**src/rtl/rtmr_pkg.sv**
```systemverilog
package rtmr_pkg;
  typedef enum logic [1:0] {
    ADDR_CTRL   = 2'd0,
    ADDR_CNT_LO = 2'd1,
    ADDR_CNT_HI = 2'd2,
    ADDR_SPARE  = 2'd3
  } reg_addr_e;
endpackage

```
**src/rtl/rtmr_tick_select.sv**
```systemverilog
module rtmr_tick_select #(
  parameter int N_TAPS = 4,
  localparam int SEL_W = $clog2(N_TAPS)
) (
  input  logic              clk,
  input  logic              rst_n,
  input  logic [N_TAPS-1:0] tick_in,
  input  logic [SEL_W-1:0]  sel,
  input  logic              run,
  output logic              step
);
  logic [N_TAPS-1:0] hit;

  for (genvar i = 0; i < N_TAPS; i++) begin : g_tap
    assign hit[i] = tick_in[i] && (sel == SEL_W'(i));
  end

  assign step = run && (|hit);


  step_needs_run_chk: assert property (@(posedge clk) disable iff (!rst_n)
    step |-> run);

  step_needs_tick_chk: assert property (@(posedge clk) disable iff (!rst_n)
    step |-> (tick_in != '0));
endmodule

```
**src/rtl/rtmr_counter.sv**
```systemverilog
module rtmr_counter #(
  parameter int CNT_W = 8
) (
  input  logic             clk,
  input  logic             rst_n,
  input  logic             step,
  input  logic             load_en,
  input  logic [CNT_W-1:0] load_val,
  output logic [CNT_W-1:0] count,
  output logic             irq
);
  localparam logic [CNT_W-1:0] TOP = '1;
  localparam logic [CNT_W-1:0] PRE_TOP = TOP - 1'b1;

  logic [CNT_W-1:0] reload;

  always_ff @(posedge clk) begin
    if (!rst_n) begin
      count  <= '0;
      reload <= '0;
      irq    <= 1'b0;
    end else if (load_en) begin
      count  <= load_val;
      reload <= load_val;
      irq    <= 1'b0;
    end else if (step) begin
      if (count == TOP) begin
        count <= reload;
        irq   <= (reload == TOP);
      end else begin
        count <= count + 1'b1;
        irq   <= (count == PRE_TOP);
      end
    end else begin
      irq <= 1'b0;
    end
  end


  irq_at_top_chk: assert property (@(posedge clk) disable iff (!rst_n)
    irq |-> (count == TOP));

  irq_after_step_chk: assert property (@(posedge clk) disable iff (!rst_n)
    irq |-> $past(step));

  hold_when_idle_chk: assert property (@(posedge clk) disable iff (!rst_n)
    (!step && !load_en) |=> $stable(count));

  wrap_to_reload_chk: assert property (@(posedge clk) disable iff (!rst_n)
    (step && !load_en && count == TOP) |=> (count == $past(reload)));

  load_wins_chk: assert property (@(posedge clk) disable iff (!rst_n)
    load_en |=> (count == $past(load_val) && !irq));
endmodule

```
**src/rtl/rtmr_regfile.sv**
```systemverilog
module rtmr_regfile
  import rtmr_pkg::*;
#(
  parameter int NIB_W  = 4,
  parameter int N_TAPS = 4,
  localparam int SEL_W = $clog2(N_TAPS),
  localparam int CNT_W = 2 * NIB_W
) (
  input  logic             clk,
  input  logic             rst_n,
  input  logic             reg_wr,
  input  logic             reg_rd,
  input  logic [1:0]       reg_addr,
  input  logic [NIB_W-1:0] reg_wdata,
  input  logic [CNT_W-1:0] count,
  output logic [NIB_W-1:0] reg_rdata,
  output logic [SEL_W-1:0] sel,
  output logic             run,
  output logic             load_en,
  output logic [CNT_W-1:0] load_val
);
  reg_addr_e        addr;
  logic [NIB_W-1:0] staged_lo;
  logic [NIB_W-1:0] frozen_hi;
  logic [NIB_W-1:0] rd_mux;

  assign addr     = reg_addr_e'(reg_addr);
  assign load_en  = reg_wr && (addr == ADDR_CNT_HI);
  assign load_val = {reg_wdata, staged_lo};

  always_ff @(posedge clk) begin
    if (!rst_n) begin
      sel       <= '0;
      run       <= 1'b0;
      staged_lo <= '0;
    end else if (reg_wr) begin
      case (addr)
        ADDR_CTRL: begin
          sel <= reg_wdata[SEL_W-1:0];
          run <= reg_wdata[SEL_W];
        end
        ADDR_CNT_LO: staged_lo <= reg_wdata;
        default: ;
      endcase
    end
  end

  always_comb begin
    case (addr)
      ADDR_CTRL:   rd_mux = NIB_W'({run, sel});
      ADDR_CNT_LO: rd_mux = count[NIB_W-1:0];
      ADDR_CNT_HI: rd_mux = frozen_hi;
      default:     rd_mux = '0;
    endcase
  end

  always_ff @(posedge clk) begin
    if (!rst_n) begin
      reg_rdata <= '0;
      frozen_hi <= '0;
    end else if (reg_rd) begin
      reg_rdata <= rd_mux;
      if (addr == ADDR_CNT_LO) frozen_hi <= count[CNT_W-1:NIB_W];
    end
  end


  rdata_hold_chk: assert property (@(posedge clk) disable iff (!rst_n)
    !reg_rd |=> $stable(reg_rdata));

  lo_read_chk: assert property (@(posedge clk) disable iff (!rst_n)
    (reg_rd && addr == ADDR_CNT_LO) |=> (reg_rdata == $past(count[NIB_W-1:0])));

  spare_zero_chk: assert property (@(posedge clk) disable iff (!rst_n)
    (reg_rd && addr == ADDR_SPARE) |=> (reg_rdata == '0));

  lo_write_no_load_chk: assert property (@(posedge clk) disable iff (!rst_n)
    (reg_wr && addr == ADDR_CNT_LO) |=> $stable(sel) && $stable(run));
endmodule

```
**src/rtl/rtmr_top.sv**
```systemverilog
module rtmr_top #(
  parameter int NIB_W  = 4,
  parameter int N_TAPS = 4
) (
  input  logic              clk,
  input  logic              rst_n,
  input  logic [N_TAPS-1:0] tick_in,
  input  logic              reg_wr,
  input  logic              reg_rd,
  input  logic [1:0]        reg_addr,
  input  logic [NIB_W-1:0]  reg_wdata,
  output logic [NIB_W-1:0]  reg_rdata,
  output logic              irq
);
  localparam int CNT_W = 2 * NIB_W;
  localparam int SEL_W = $clog2(N_TAPS);

  logic [SEL_W-1:0] sel;
  logic             run;
  logic             step;
  logic             load_en;
  logic [CNT_W-1:0] load_val;
  logic [CNT_W-1:0] count;

  rtmr_regfile #(.NIB_W(NIB_W), .N_TAPS(N_TAPS)) u_regs (
    .clk(clk), .rst_n(rst_n), .reg_wr(reg_wr), .reg_rd(reg_rd),
    .reg_addr(reg_addr), .reg_wdata(reg_wdata), .count(count),
    .reg_rdata(reg_rdata), .sel(sel), .run(run),
    .load_en(load_en), .load_val(load_val)
  );

  rtmr_tick_select #(.N_TAPS(N_TAPS)) u_tick (
    .clk(clk), .rst_n(rst_n), .tick_in(tick_in), .sel(sel),
    .run(run), .step(step)
  );

  rtmr_counter #(.CNT_W(CNT_W)) u_cnt (
    .clk(clk), .rst_n(rst_n), .step(step), .load_en(load_en),
    .load_val(load_val), .count(count), .irq(irq)
  );
endmodule

```
**config.mk**
```make
export PLATFORM = sky130hd
export DESIGN_NAME = rtmr_top
export DESIGN_NICKNAME = d
export VERILOG_FILES = /design/src/rtl/rtmr_pkg.sv /design/src/rtl/rtmr_tick_select.sv /design/src/rtl/rtmr_counter.sv /design/src/rtl/rtmr_regfile.sv /design/src/rtl/rtmr_top.sv
export SDC_FILE = /design/constraint.sdc
export NUM_CORES = 1
export LEC_CHECK = 0
export ABC_AREA = 1
export BUFFER_PORTS_ARGS = -buffer_cell sky130_fd_sc_hd__buf_2
export CAP_MARGIN = 25
export CORE_ASPECT_RATIO = 0.7
export CORE_MARGIN = 2
export CORE_UTILIZATION = 52
export DETAILED_ROUTE_END_ITERATION = 12
export GPL_TIMING_DRIVEN = 0
export PLACE_DENSITY = 0.75
export SETUP_SLACK_MARGIN = 0.15
export SYNTH_ARGS = -nofsm -noshare
export SYNTH_HDL_FRONTEND = slang
export SYNTH_HIERARCHICAL = 1
export SYNTH_SLANG_ARGS = --single-unit
```
**constraint.sdc**
```tcl
create_clock -name clk -period 1.2 [get_ports clk]
set_input_delay 0.12 -clock clk [delete_from_list [all_inputs] [get_ports clk]]
set_output_delay 0.12 -clock clk [all_outputs]
set_load 0.005 [all_outputs]
```
[Word level (Yosys, flattened, before mapping)]
Cells that the tools add are included.
Widths: inputs -> output; s select.
Word-level totals
  output and inout bits: 5
  input bits: 14
  word-level logic and storage cells: 38
  bits in registers: 32
Operators by class
  reductions and logical operators: 14
  bitwise gates (word level): 2
  equality and inequality tests: 8
  mux-type cells: 5
  add/subtract/negate cells: 1
Operator list (number)
  $eq 8x8->1 const B: 3
  $mux 8: 3
  $pmux 4 s3: 1
  $add 8x1->8 const B: 1
  $eq 2x2->1 const B: 3
  $logic_and 1x1->1: 6
  $reduce_and 2->1: 3
  $eq 2x1->1 const B: 2
  $logic_not 2->1: 2
  $reduce_or 4->1: 1
  $reduce_or 3->1: 1
  $not 1->1: 2
  $reduce_bool 2->1: 1
  $mux 1: 1

[Depth between registers and ports, before layout]
Gate-level depths: netlist of the first run.
  depth in word-level cells: 6
  depth in mapped cells: 11
  mapped depth without buffers: 11

[Cells and area by module]
Netlist of the first run, hierarchy kept.
By module, submodules not included
  rtmr_counter: cells each 136, seq. area each 340.3 um^2, instances 1, area each 963.4 um^2
  rtmr_regfile: cells each 93, seq. area each 300.3 um^2, instances 1, area each 664.4 um^2
  rtmr_tick_select: cells each 12, seq. area each 0.0 um^2, instances 1, area each 48.8 um^2

[Worst setup path before layout of the first run]
Ideal clock, no wire load.
  kind: register to register
  start: register u_cnt.count[1]
  end: register u_cnt.count[7]
  data arrival time: 1165 ps
  stages on the path, launching flop included: 9
  buffers on the path: 0
  setup time: 112 ps
  path slack: -77 ps
  path through: dfxtp_1 > ha_1 > nand2_4 > nor2_8 > nand2_4 > o21ai_2 > inv_1 > nand2_1 > nand2_1
Between the ends
  word-level cells in the longest chain between the ends: 4
  elaborated cells between the ends (all ways): 5
Ends and longest elaborated chain
  start: declaration: RTL line rtmr_counter.sv:9  | output logic [CNT_W-1:0] count,
  start signal: assignment: RTL line rtmr_counter.sv:23  | count <= load_val;
  start signal: assignment: RTL line rtmr_counter.sv:28  | count <= reload;
  start signal: assignment: RTL line rtmr_counter.sv:31  | count <= count + 1'b1;
  $add 8x1->8 / $eq 8x8->1 (equally long branches): RTL line rtmr_counter.sv:31, rtmr_counter.sv:27
  $mux 8 (*): RTL line rtmr_counter.sv:27  | if (count == TOP) begin
  $mux 8 (*): RTL line rtmr_counter.sv:26  | end else if (step) begin
  $mux 8 (*): RTL line rtmr_counter.sv:22  | end else if (load_en) begin
Every way passes the cells marked *; elsewhere a longest branch is shown, timed or not. The select of a mux whose other input is x is not followed.
A chain may end at the register's enable or synchronous reset.

[Final worst setup path of the first run]
  start: register u_regs.sel[1]
  end: register u_cnt.count[1]
Between the ends
  word-level cells in the longest chain between the ends: 5
  elaborated cells between the ends (all ways): 11
Ends and longest elaborated chain
  start: declaration: RTL line rtmr_regfile.sv:17  | output logic [SEL_W-1:0] sel,
  start signal: assignment: RTL line rtmr_regfile.sv:39  | sel <= reg_wdata[SEL_W-1:0];
  $eq 2x1->1, or another cell as far along: RTL line rtmr_tick_select.sv:15  | assign hit[i] = tick_in[i] && (sel == SEL_W'(i));
  $logic_and 1x1->1: RTL line rtmr_tick_select.sv:15
  $reduce_or 4->1 (*): RTL line rtmr_tick_select.sv:18  | assign step = run && (|hit);
  $logic_and 1x1->1 (*): RTL line rtmr_tick_select.sv:18
  named net step: RTL line rtmr_top.sv:20  | logic step;
  $reduce_bool 2->1 (no source line) (*)
Mark *: on every way through the listed nets, which the timed path passes. The rest lies on a longest branch.

==> impl_metrics.py, run 1 <==
metrics = {
    "yosys": {
        "synthMostInstantiatedCell": "nand2_1",
        "ys_top_cells_by_count": "nand2_1, nor2_1, dfxtp_1",
        "synthFlopType": "dfxtp_1",
        "async_flop_share_pct": 0,
        "synth_cell_types": 30,
        "avgSynthCellArea_um2": 6.96,
        "synth-edff-count": 0,
        "synth_top_cell_area_share_pct": 38.2,
        "synth_area_leaders": "dfxtp_1, nand2_1, nor2_1",
        "yosysTopAreaCell": "dfxtp_1",
        "yosys_warnings": 6,
        "ys_ff_latch": 32,
        "synth_area_mm2": 0.00168,
        "synthCells": 241,
        "synth.yosys.seq_area_share_pct": 38.2,
        "syn-num-nets": 257,
    },
    "floorplanning": {
        "start_util_pct": 54.0,
        "core_area_mm2": 0.00311,
        "die_area_mm2": 0.00370,
        "dieHeight_um": 51.5,
        "die_x_um": 71.9,
        "ios": 19,
        "num_rows": 17,
    },
    "grt": {
        "grt_antenna_before_repair": 0,
        "track_usage_pct": 24.6,
        "grt_pass1_vias": 1426,
        "grt_pass1_wl_um": 6760,
        "grt-ovfl-total": 0,
        "grt_max_degree": 17,
    },
    "setup_path": {
        "cpLargestDelayFamily": "simple AND/OR/NAND/NOR gates",
        "cp-startpoint": "u_regs/sel[1]$_SDFFE_PN0P_",
        "crit_buf_inv": 4,
        "slowest_delay_ns": 0.37,
        "crit_path_cell_trace": "inv_1 > nand3_1 > nand2_2 > nor2_4 > nor2_4 > inv_2 > nor3_4 > buf_4 > inv_2 > o22ai_2",
        "cpMaxStageDelayCell": "dfxtp_4",
        "r2r-start": "u_regs/sel[1]$_SDFFE_PN0P_",
        "worst-endpoint-arrival_ns": 1.60,
        "start_kind": "flip-flop",
        "critPathKind": "reg2reg",
        "endpoint_kind": "flip-flop",
        "required_ns": 1.41,
        "worstPathMaxFanout": 6,
    },
    "sta": {
        "finalHoldViolations": 0,
        "slew_viol_final": 0,
        "layout_setup_ws_ns": -0.187,
        "period_needed_ns": 1.39,
        "max-slew-margin-rel_pct": 68.5,
        "fmaxAchievable_mhz": 721,
        "grt_setup_unrepaired": "true",
        "fin_skew_ns": 0.00853,
        "setup_violations": 9,
        "finalSetupTns_ns": -1.14,
        "period_share_pct": 116,
        "whs_ns": 0.106,
        "worstMarginPinSlew_ns": 0.472,
    },
    "job": {
        "cap_violations": 0,
    },
    "power_and_ir_drop": {
        "ir_worst_vdd_uv": 851,
        "powerDensity_mw_per_mm2": 1050,
        "total_power_mw": 2.17,
        "p_leak_nw": 0.920,
    },
    "clocking": {
        "cts_sinks": 32,
        "clock_path_buffers": 2,
        "cts_hold_buf": 0,
        "cts_root_buf": "clkbuf_8",
        "h-tree-depth": 2,
        "path_clk_slew_ns": 0.07,
        "cts_buffers": 5,
        "insertion_delay_ns": 0.29,
        "cts_tree": "built",
    },
    "drt": {
        "drtPass1Iterations": 5,
        "drcViolationCount": 0,
        "drt_wl_total_um": 4260,
        "via_per_inst": 5.48,
        "drt_iter0_drc": 154,
        "routedWlPerCell_um": 13.7,
        "via_count": 1699,
        "ant_nets": 0,
    },
    "hold_path": {
        "worstHoldStart": "reg_wdata[3]",
        "hp-class": "in2reg",
    },
    "cells_and_area": {
        "area_growth_pct": 23.3,
        "drive_gt1_share_pct": 30.5,
        "final_nets": 288,
        "insertedDiodeCount": 0,
    },
    "placement": {
        "hpwlAfterDp_um": 2960,
        "gp_congestion": 0.881,
        "placement.io_buffers": 18,
    },
    "status": {
        "failed_checks": "setup timing",
        "status": "finished, violations left",
    },
}
[cell type report]
type,instances,area [µm²]
fillers,279,1040
multi-input cells,179,1010
flip-flops and latches,32,661
repair buffers,24,135
inverters,23,88.8
clock buffers,6,72.6
plain buffers,7,50.0
well taps,38,47.5
clock inverters,1,5.00
[layer usage]
layer	vias to the layer above	wire length [µm]	track usage [%]
met5	-	0	0
met4	0	74	11.3
met3	8	265	5.81
met2	50	1760	32.7
met1	788	2150	36.9
li1	853	-	-
[sequential cells by signal (all words and copies together), names as in the netlist]
| signal | flops |
|---|---|
| u_regs/run | 1 |
| u_cnt/reload | 8 |
| u_regs/sel | 2 |
| u_cnt/irq | 1 |
| u_regs/reg_rdata | 4 |
| u_cnt/count | 8 |
| u_regs/frozen_hi | 4 |
| u_regs/staged_lo | 4 |
[kinds of logic (layout without fill, tap and decap cells)]
group	Yosys count	count (layout)	share of synthesized area [%]
buffers and inverters	30	61	7.91
and+or+nand+nor	134	134	38.5
DFF	32	32	38.2
adders and majority gates	2	2	1.49
AOI/OAI and AO/OA	43	43	13.9
[through the flow]
step                setup WS, ns  area, µm²  util (%)  cells
finish                    -0.187       2070      66.6    310
global placement          -0.331       1850      59.7    297
detailed placement        -0.347       1850      59.7    297
floorplan                0.00667       1720         -    241
global route              -0.262       2070      66.6    310
CTS                       -0.161       1970      63.5    308
[final timing paths]
check | depth (start not counted) | slack, ns | to
worst max-delay path | 10 | -0.19 | u_cnt/count[1]$_SDFFE_PN0P_
worst min-delay path | 3 | 0.11 | u_regs/staged_lo[3]$_SDFFE_PN0P_
worst max register to register | 10 | -0.19 | u_cnt/count[1]$_SDFFE_PN0P_
worst min register to register | 2 | 0.46 | u_regs/reg_rdata[2]$_SDFFE_PN0P_
[where the power goes]
part / internal, mW / switching (mW)
sequential: 1.09 / 0.0383
combinational: 0.0964 / 0.163
clock: 0.393 / 0.389
total: 1.58 / 0.591
[placed cells by master (no fill, tap or decap), types with 2 or more instances in the layout]
cell type / count
o21ai_1: 6
clkbuf_8: 5
nand3b_1: 2
nand2_2: 6
dfxtp_4: 4
inv_1: 15
nor2_4: 5
o21ai_2: 4
nand3_2: 3
clkbuf_1: 2
buf_4: 10
nor2_2: 2
nand4_1: 6
dfxtp_2: 4
a21oi_1: 16
a21oi_2: 2
inv_2: 6
nand3_1: 21
nor2_1: 27
buf_2: 19
nor2_8: 2
nand2_1: 53
o21ai_0: 10
dfxtp_1: 24
nand2_4: 3
nor3_4: 2
[worst min-delay path, cell delays in order]
cell and delay, ns:
buf_2 0.11, nand3_1 0.07, a21oi_1 0.06
[what timing repair did]
item	4_1_cts	5_1_grt
pin swaps	6	13
cloned	0	0
gates resized for setup	7	25
buffers inserted	4	2
setup endpoints to repair	16	17
No activity file was read; power rests on OpenSTA's default activity.
==> inputs of run 2 (changes only) <==
--- a/config.mk
+++ b/config.mk
@@ -8,12 +8,14 @@
 export ABC_AREA = 1
 export BUFFER_PORTS_ARGS = -buffer_cell sky130_fd_sc_hd__buf_2
 export CAP_MARGIN = 25
+export CELL_PAD_IN_SITES_DETAIL_PLACEMENT = 0
+export CELL_PAD_IN_SITES_GLOBAL_PLACEMENT = 2
 export CORE_ASPECT_RATIO = 0.7
 export CORE_MARGIN = 2
-export CORE_UTILIZATION = 52
+export CORE_UTILIZATION = 29
 export DETAILED_ROUTE_END_ITERATION = 12
 export GPL_TIMING_DRIVEN = 0
-export PLACE_DENSITY = 0.75
+export PLACE_DENSITY_LB_ADDON = 0.1
 export SETUP_SLACK_MARGIN = 0.15
 export SYNTH_ARGS = -nofsm -noshare
 export SYNTH_HDL_FRONTEND = slang
==> run 2 against run 1 <==
Compared with the run above:
- the flow still finishes with violations (setup timing)
- sequential share of layout area down 1.0 points
- non-clock buffer count up 4
- register-to-register slack about the same
- largest power group unchanged
- combinational power down 3%
- fmax down 0.11%
- total power up 11%
- wire length up 9.9%
- global-route usage down 8.7 points
- cell area up 3.0%
==> impl_metrics.py, run 2 (synthesized netlist as in run 1, its figures left out) <==
metrics = {
    "status": {
        "status": "finished, violations left",
        "failed_checks": "setup timing",
    },
    "sta": {
        "whs_ns": 0.128,
        "layout_setup_ws_ns": -0.188,
        "finalHoldViolations": 0,
        "grt_setup_unrepaired": "true",
        "period_needed_ns": 1.39,
        "fin_skew_ns": 0.00393,
        "max-slew-margin-rel_pct": 69.0,
        "worstMarginPinSlew_ns": 0.466,
        "fmaxAchievable_mhz": 720,
        "setup_violations": 9,
        "slew_viol_final": 0,
        "period_share_pct": 116,
    },
    "setup_path": {
        "crit_buf_inv": 3,
        "slowest_delay_ns": 0.38,
        "cpMaxStageDelayCell": "dfxtp_4",
        "endpoint_kind": "flip-flop",
        "worst-endpoint-arrival_ns": 1.60,
        "crit_path_cell_trace": "inv_1 > nand3_1 > nand2_1 > nor2_1 > nor2_2 > buf_4 > nor2_4 > inv_4 > o21ai_1 > nand2_1 > o21ai_1",
        "r2r-end": "u_cnt/count[5]$_SDFFE_PN0P_",
        "critPathKind": "reg2reg",
        "worstPathMaxFanout": 7,
        "cpLargestDelayFamily": "simple AND/OR/NAND/NOR gates",
        "r2r-start": "u_regs/sel[0]$_SDFFE_PN0P_",
        "required_ns": 1.41,
        "ff2ff_setup_slack_ns": -0.19,
        "start_kind": "flip-flop",
        "ff2ff_path_depth": 11,
    },
    "drt": {
        "drtPass1Iterations": 4,
        "ant_nets": 0,
        "drcViolationCount": 0,
        "drt_iter0_drc": 79,
        "via_count": 1650,
        "routedWlPerCell_um": 13.3,
        "via_per_inst": 4.69,
        "drt_wl_total_um": 4680,
    },
    "floorplanning": {
        "num_rows": 23,
        "start_util_pct": 29.7,
        "die_x_um": 94.9,
        "die_area_mm2": 0.00642,
        "core_area_mm2": 0.00564,
        "ios": 19,
        "dieHeight_um": 67.6,
    },
    "grt": {
        "grt_pass1_vias": 1428,
        "grt_pass1_wl_um": 7610,
        "grt_antenna_before_repair": 0,
        "grt-ovfl-total": 0,
        "track_usage_pct": 15.9,
        "grt_max_degree": 17,
    },
    "placement": {
        "dp_cells": 334,
        "gp_congestion": 0.767,
        "hpwlAfterDp_um": 3580,
        "placed_area_mm2": 0.00190,
        "placement.io_buffers": 18,
    },
    "cells_and_area": {
        "final_nets": 292,
        "area_growth_pct": 27.0,
        "layout_commonest_cell": "nand2_1",
        "drive_gt1_share_pct": 28.2,
        "reg_top3": "u_cnt/count (8), u_cnt/reload (8)",
        "insertedDiodeCount": 0,
        "fillCellCount": 654,
        "fin_area_mm2": 0.00213,
        "layout_common_cells": "nand2_1, nor2_1, dfxtp_1",
        "instances_no_fill": 352,
        "postLayoutCoreUtil_pct": 37.8,
        "final-seq-area_um2": 659,
        "multiInputGateArea_um2": 966,
    },
    "clocking": {
        "cts_sinks": 32,
        "insertion_delay_ns": 0.28,
        "cts_buffers": 5,
        "h-tree-depth": 2,
        "cts_root_buf": "clkbuf_8",
        "cts_tree": "built",
        "clock_path_buffers": 2,
        "path_clk_slew_ns": 0.07,
    },
    "hold_path": {
        "hp-class": "in2reg",
        "min_path_cells": 3,
        "worstHoldStart": "reg_wdata[1]",
        "min_to": "u_regs/sel[1]$_SDFFE_PN0P_",
    },
    "power_and_ir_drop": {
        "p_leak_nw": 0.949,
        "powerDensity_mw_per_mm2": 1130,
        "ir_worst_vdd_uv": 482,
    },
    "job": {
        "cap_violations": 0,
    },
}
[run 2: cell count changes in the layout (fill, tap and decap cells not counted), sizes merged]
cell	change
clkbuf	+1
buf	+3
bufinv	+1
[run 2: through the flow]
step	setup slack (ns)	setup TNS [ns]	power (mW)
final	-0.188	-1.46	2.41
after global routing	-0.292	-2.33	2.53
after CTS	-0.195	-1.32	2.43
after detailed placement	-0.387	-4.79	1.38
after global placement	-0.423	-5.08	1.39
after floorplan	0.00667	0	1.29
[run 2: tightest hold or removal path: cells and delay by family]
family,cells,cell delay [ns]
and+or+nand+nor,1,0.07
AOI/OAI and AO/OA,1,0.08
buffers and inverters,1,0.10
[run 2: metal layers]
| layer | vias up | share of wire, % | GRT usage [%] |
|---|---|---|---|
| li1 | 863 | - | - |
| met1 | 761 | 57 | 25.8 |
| met2 | 24 | 39 | 19.9 |
| met3 | 2 | 3.9 | 4.02 |
| met4 | 0 | 0.38 | 3.80 |
| met5 | - | 0 | 0 |
[run 2: worst max-delay path by stage]
| stage | start | to | depth (start not counted) |
|---|---|---|---|
| after floorplan | u_regs/sel[0]$_SDFFE_PN0P_ | u_cnt/count[5]$_SDFFE_PN0P_ | 9 |
| after global placement | reg_addr[1] | u_cnt/count[7]$_SDFFE_PN0P_ | 8 |
| after detailed placement | reg_addr[1] | u_cnt/count[7]$_SDFFE_PN0P_ | 8 |
| after CTS | u_regs/sel[1]$_SDFFE_PN0P_ | u_cnt/count[5]$_SDFFE_PN0P_ | 9 |
| after global routing | u_regs/sel[0]$_SDFFE_PN0P_ | u_cnt/count[5]$_SDFFE_PN0P_ | 11 |
| final | u_regs/sel[0]$_SDFFE_PN0P_ | u_cnt/count[5]$_SDFFE_PN0P_ | 11 |
[run 2: layout make-up]
class / instances / area share, %
inverters: 23 / 4.17
well taps: 75 / 4.41
clock inverters: 2 / 1.65
multi-input cells: 179 / 45.4
plain buffers: 7 / 2.29
repair buffers: 28 / 7.76
clock buffers: 6 / 3.41
flip-flops and latches: 32 / 31.0
[run 2: what timing repair did]
action                                  4_1_cts  5_1_grt
gates cloned                                  0        0
resized for setup                             8       13
endpoints found under the setup margin       16       13
buffers inserted                              9        1
hold buffers                                  0        0
pin swaps                                     7        4
[run 2: where the power goes]
part	leakage [nW]	internal, mW	total (mW)	switching (mW)
sequential	0.264	1.09	1.13	0.0393
clock	0.0552	0.616	1.02	0.408
combinational	0.629	0.0963	0.251	0.154
==> inputs of run 3 (changes only) <==
--- a/config.mk
+++ b/config.mk
@@ -15,6 +15,7 @@
 export CORE_UTILIZATION = 29
 export DETAILED_ROUTE_END_ITERATION = 12
 export GPL_TIMING_DRIVEN = 0
+export MAX_ROUTING_LAYER = met4
 export PLACE_DENSITY_LB_ADDON = 0.1
 export SETUP_SLACK_MARGIN = 0.15
 export SYNTH_ARGS = -nofsm -noshare
==> run 3 against run 2 <==
Compared with the run above:
- the run still ends with setup timing left
- combinational power about the same
- global-route usage is 0.52 points higher
- fmax up 0.30%
- sequential power hardly changed
- final cell count unchanged
- via count hardly changed
- critical path type unchanged
- largest cell class unchanged
==> impl_metrics.py, run 3 (synthesized netlist as in run 1, its figures left out) <==
metrics = {
    "sta": {
        "finalHoldViolations": 0,
        "fmaxAchievable_mhz": 722,
        "fin_skew_ns": 0.00359,
        "period_needed_ns": 1.38,
        "worstMarginPinSlew_ns": 0.465,
        "setup_violations": 9,
        "period_share_pct": 115,
        "layout_setup_ws_ns": -0.184,
        "grt_setup_unrepaired": "true",
        "max-slew-margin-rel_pct": 69.0,
        "slew_viol_final": 0,
    },
    "drt": {
        "via_per_inst": 4.68,
        "routedWlPerCell_um": 13.3,
        "drt_iter0_drc": 76,
        "ant_nets": 0,
        "via_count": 1649,
        "drt_wl_total_um": 4700,
        "drcViolationCount": 0,
        "drtPass1Iterations": 4,
    },
    "setup_path": {
        "ff2ff_setup_slack_ns": -0.18,
        "start_kind": "flip-flop",
        "worstPathMaxFanout": 7,
        "cpMaxStageDelayCell": "dfxtp_4",
        "crit_path_cell_trace": "inv_1 > nand3_1 > nand2_1 > nor2_1 > nor2_2 > buf_4 > nor2_4 > inv_4 > o21ai_1 > nand2_1 > o21ai_1",
        "ff2ff_path_depth": 11,
        "endpoint_kind": "flip-flop",
        "critPathKind": "reg2reg",
        "r2r-end": "u_cnt/count[5]$_SDFFE_PN0P_",
        "required_ns": 1.42,
        "worst-endpoint-arrival_ns": 1.60,
        "slowest_delay_ns": 0.38,
        "r2r-start": "u_regs/sel[0]$_SDFFE_PN0P_",
    },
    "grt": {
        "grt_antenna_before_repair": 0,
        "grt-ovfl-total": 0,
        "track_usage_pct": 16.4,
        "grt_max_degree": 17,
        "grt_pass1_vias": 1425,
        "grt_pass1_wl_um": 7620,
    },
    "hold_path": {
        "worstHoldStart": "reg_wdata[1]",
        "hp-class": "in2reg",
        "min_to": "u_regs/sel[1]$_SDFFE_PN0P_",
        "min_path_cells": 3,
    },
    "floorplanning": {
        "dieHeight_um": 67.6,
        "ios": 19,
        "die_x_um": 94.9,
        "num_rows": 23,
        "core_area_mm2": 0.00564,
        "start_util_pct": 29.7,
        "die_area_mm2": 0.00642,
    },
    "placement": {
        "placement.io_buffers": 18,
        "dp_cells": 334,
        "gp_congestion": 0.777,
        "hpwlAfterDp_um": 3580,
    },
    "clocking": {
        "cts_hold_buf": 0,
        "insertion_delay_ns": 0.28,
        "h-tree-depth": 2,
        "clock_path_buffers": 2,
        "cts_tree": "built",
        "path_clk_slew_ns": 0.07,
        "cts_buffers": 5,
        "cts_sinks": 32,
        "cts_root_buf": "clkbuf_8",
    },
    "power_and_ir_drop": {
        "ir_worst_vdd_uv": 480,
        "p_leak_nw": 0.948,
        "total_power_mw": 2.41,
        "powerDensity_mw_per_mm2": 1130,
    },
    "cells_and_area": {
        "layout_commonest_cell": "nand2_1",
        "layout_common_cells": "nand2_1, nor2_1, dfxtp_1",
        "area_growth_pct": 26.9,
        "reg_top3": "u_cnt/count (8), u_cnt/reload (8)",
        "drive_gt1_share_pct": 27.8,
        "instances_no_fill": 352,
        "final_nets": 292,
        "insertedDiodeCount": 0,
    },
    "status": {
        "status": "finished, violations left",
        "failed_checks": "setup timing",
    },
    "job": {
        "cap_violations": 0,
    },
}
run 3: how the worst max path moves through the flow:
| stage | from | endpoint | slack (ns) | cells after the start |
|---|---|---|---|---|
| after global routing | u_regs/sel[0]$_SDFFE_PN0P_ | u_cnt/count[5]$_SDFFE_PN0P_ | -0.30 | 11 |
| final | u_regs/sel[0]$_SDFFE_PN0P_ | u_cnt/count[5]$_SDFFE_PN0P_ | -0.18 | 11 |
| after detailed placement | reg_addr[1] | u_cnt/count[7]$_SDFFE_PN0P_ | -0.39 | 8 |
| after CTS | u_regs/sel[1]$_SDFFE_PN0P_ | u_cnt/count[5]$_SDFFE_PN0P_ | -0.20 | 9 |
| after floorplan | u_regs/sel[0]$_SDFFE_PN0P_ | u_cnt/count[5]$_SDFFE_PN0P_ | 0.007 | 9 |
| after global placement | reg_addr[1] | u_cnt/count[7]$_SDFFE_PN0P_ | -0.42 | 8 |
run 3: worst max-delay path, delay by kind of cell, from the launching register on:
family / cells / cell delay (ns)
simple gates: 6 / 0.48
flops: 1 / 0.38
buf+inv: 3 / 0.26
compound gates: 2 / 0.19
run 3: timing repair:
item	in CTS	in global routing
setup endpoints to repair	16	13
cloned	0	0
setup buffers	9	1
pin swaps	7	4
gates resized for setup	8	12
run 3: cell type report:
type / count / area [µm²]
timing repair buffer: 28 / 165
buffer: 7 / 48.8
inverter: 23 / 88.8
tap: 75 / 93.8
clock buffer: 6 / 72.6
multi-input combinational: 179 / 966
fill: 654 / 3510
clock inverter: 2 / 35.0
sequential: 32 / 658
run 3: power by group:
group | internal (mW) | switching, mW | leakage [nW]
registers | 1.09 | 0.0392 | 0.264
logic | 0.0963 | 0.154 | 0.629
clock network | 0.616 | 0.410 | 0.0552
run 3: metrics by stage:
step | utilization (%) | setup TNS, ns | area [µm²] | hold slack (ns) | worst slack, ns
2_1_floorplan | - | 0 | 1720 | 0.218 | 0.00667
3_3_place_gp | 33.7 | -5.08 | 1900 | 0.417 | -0.423
3_5_place_dp | 33.7 | -4.79 | 1900 | 0.423 | -0.387
4_1_cts | 37.1 | -1.32 | 2090 | 0.124 | -0.195
5_1_grt | 37.7 | -2.35 | 2130 | 0.127 | -0.296
6_report | 37.7 | -1.45 | 2130 | 0.128 | -0.184
run 3: per-layer routing:
| layer | GRT usage [%] | up-vias | routed length [µm] |
|---|---|---|---|
| li1 | - | 864 | - |
| met1 | 25.8 | 757 | 2630 |
| met2 | 20.0 | 26 | 1820 |
| met3 | 4.02 | 2 | 233 |
| met4 | 3.80 | 0 | 21 |
| met5 | - | - | 0 |
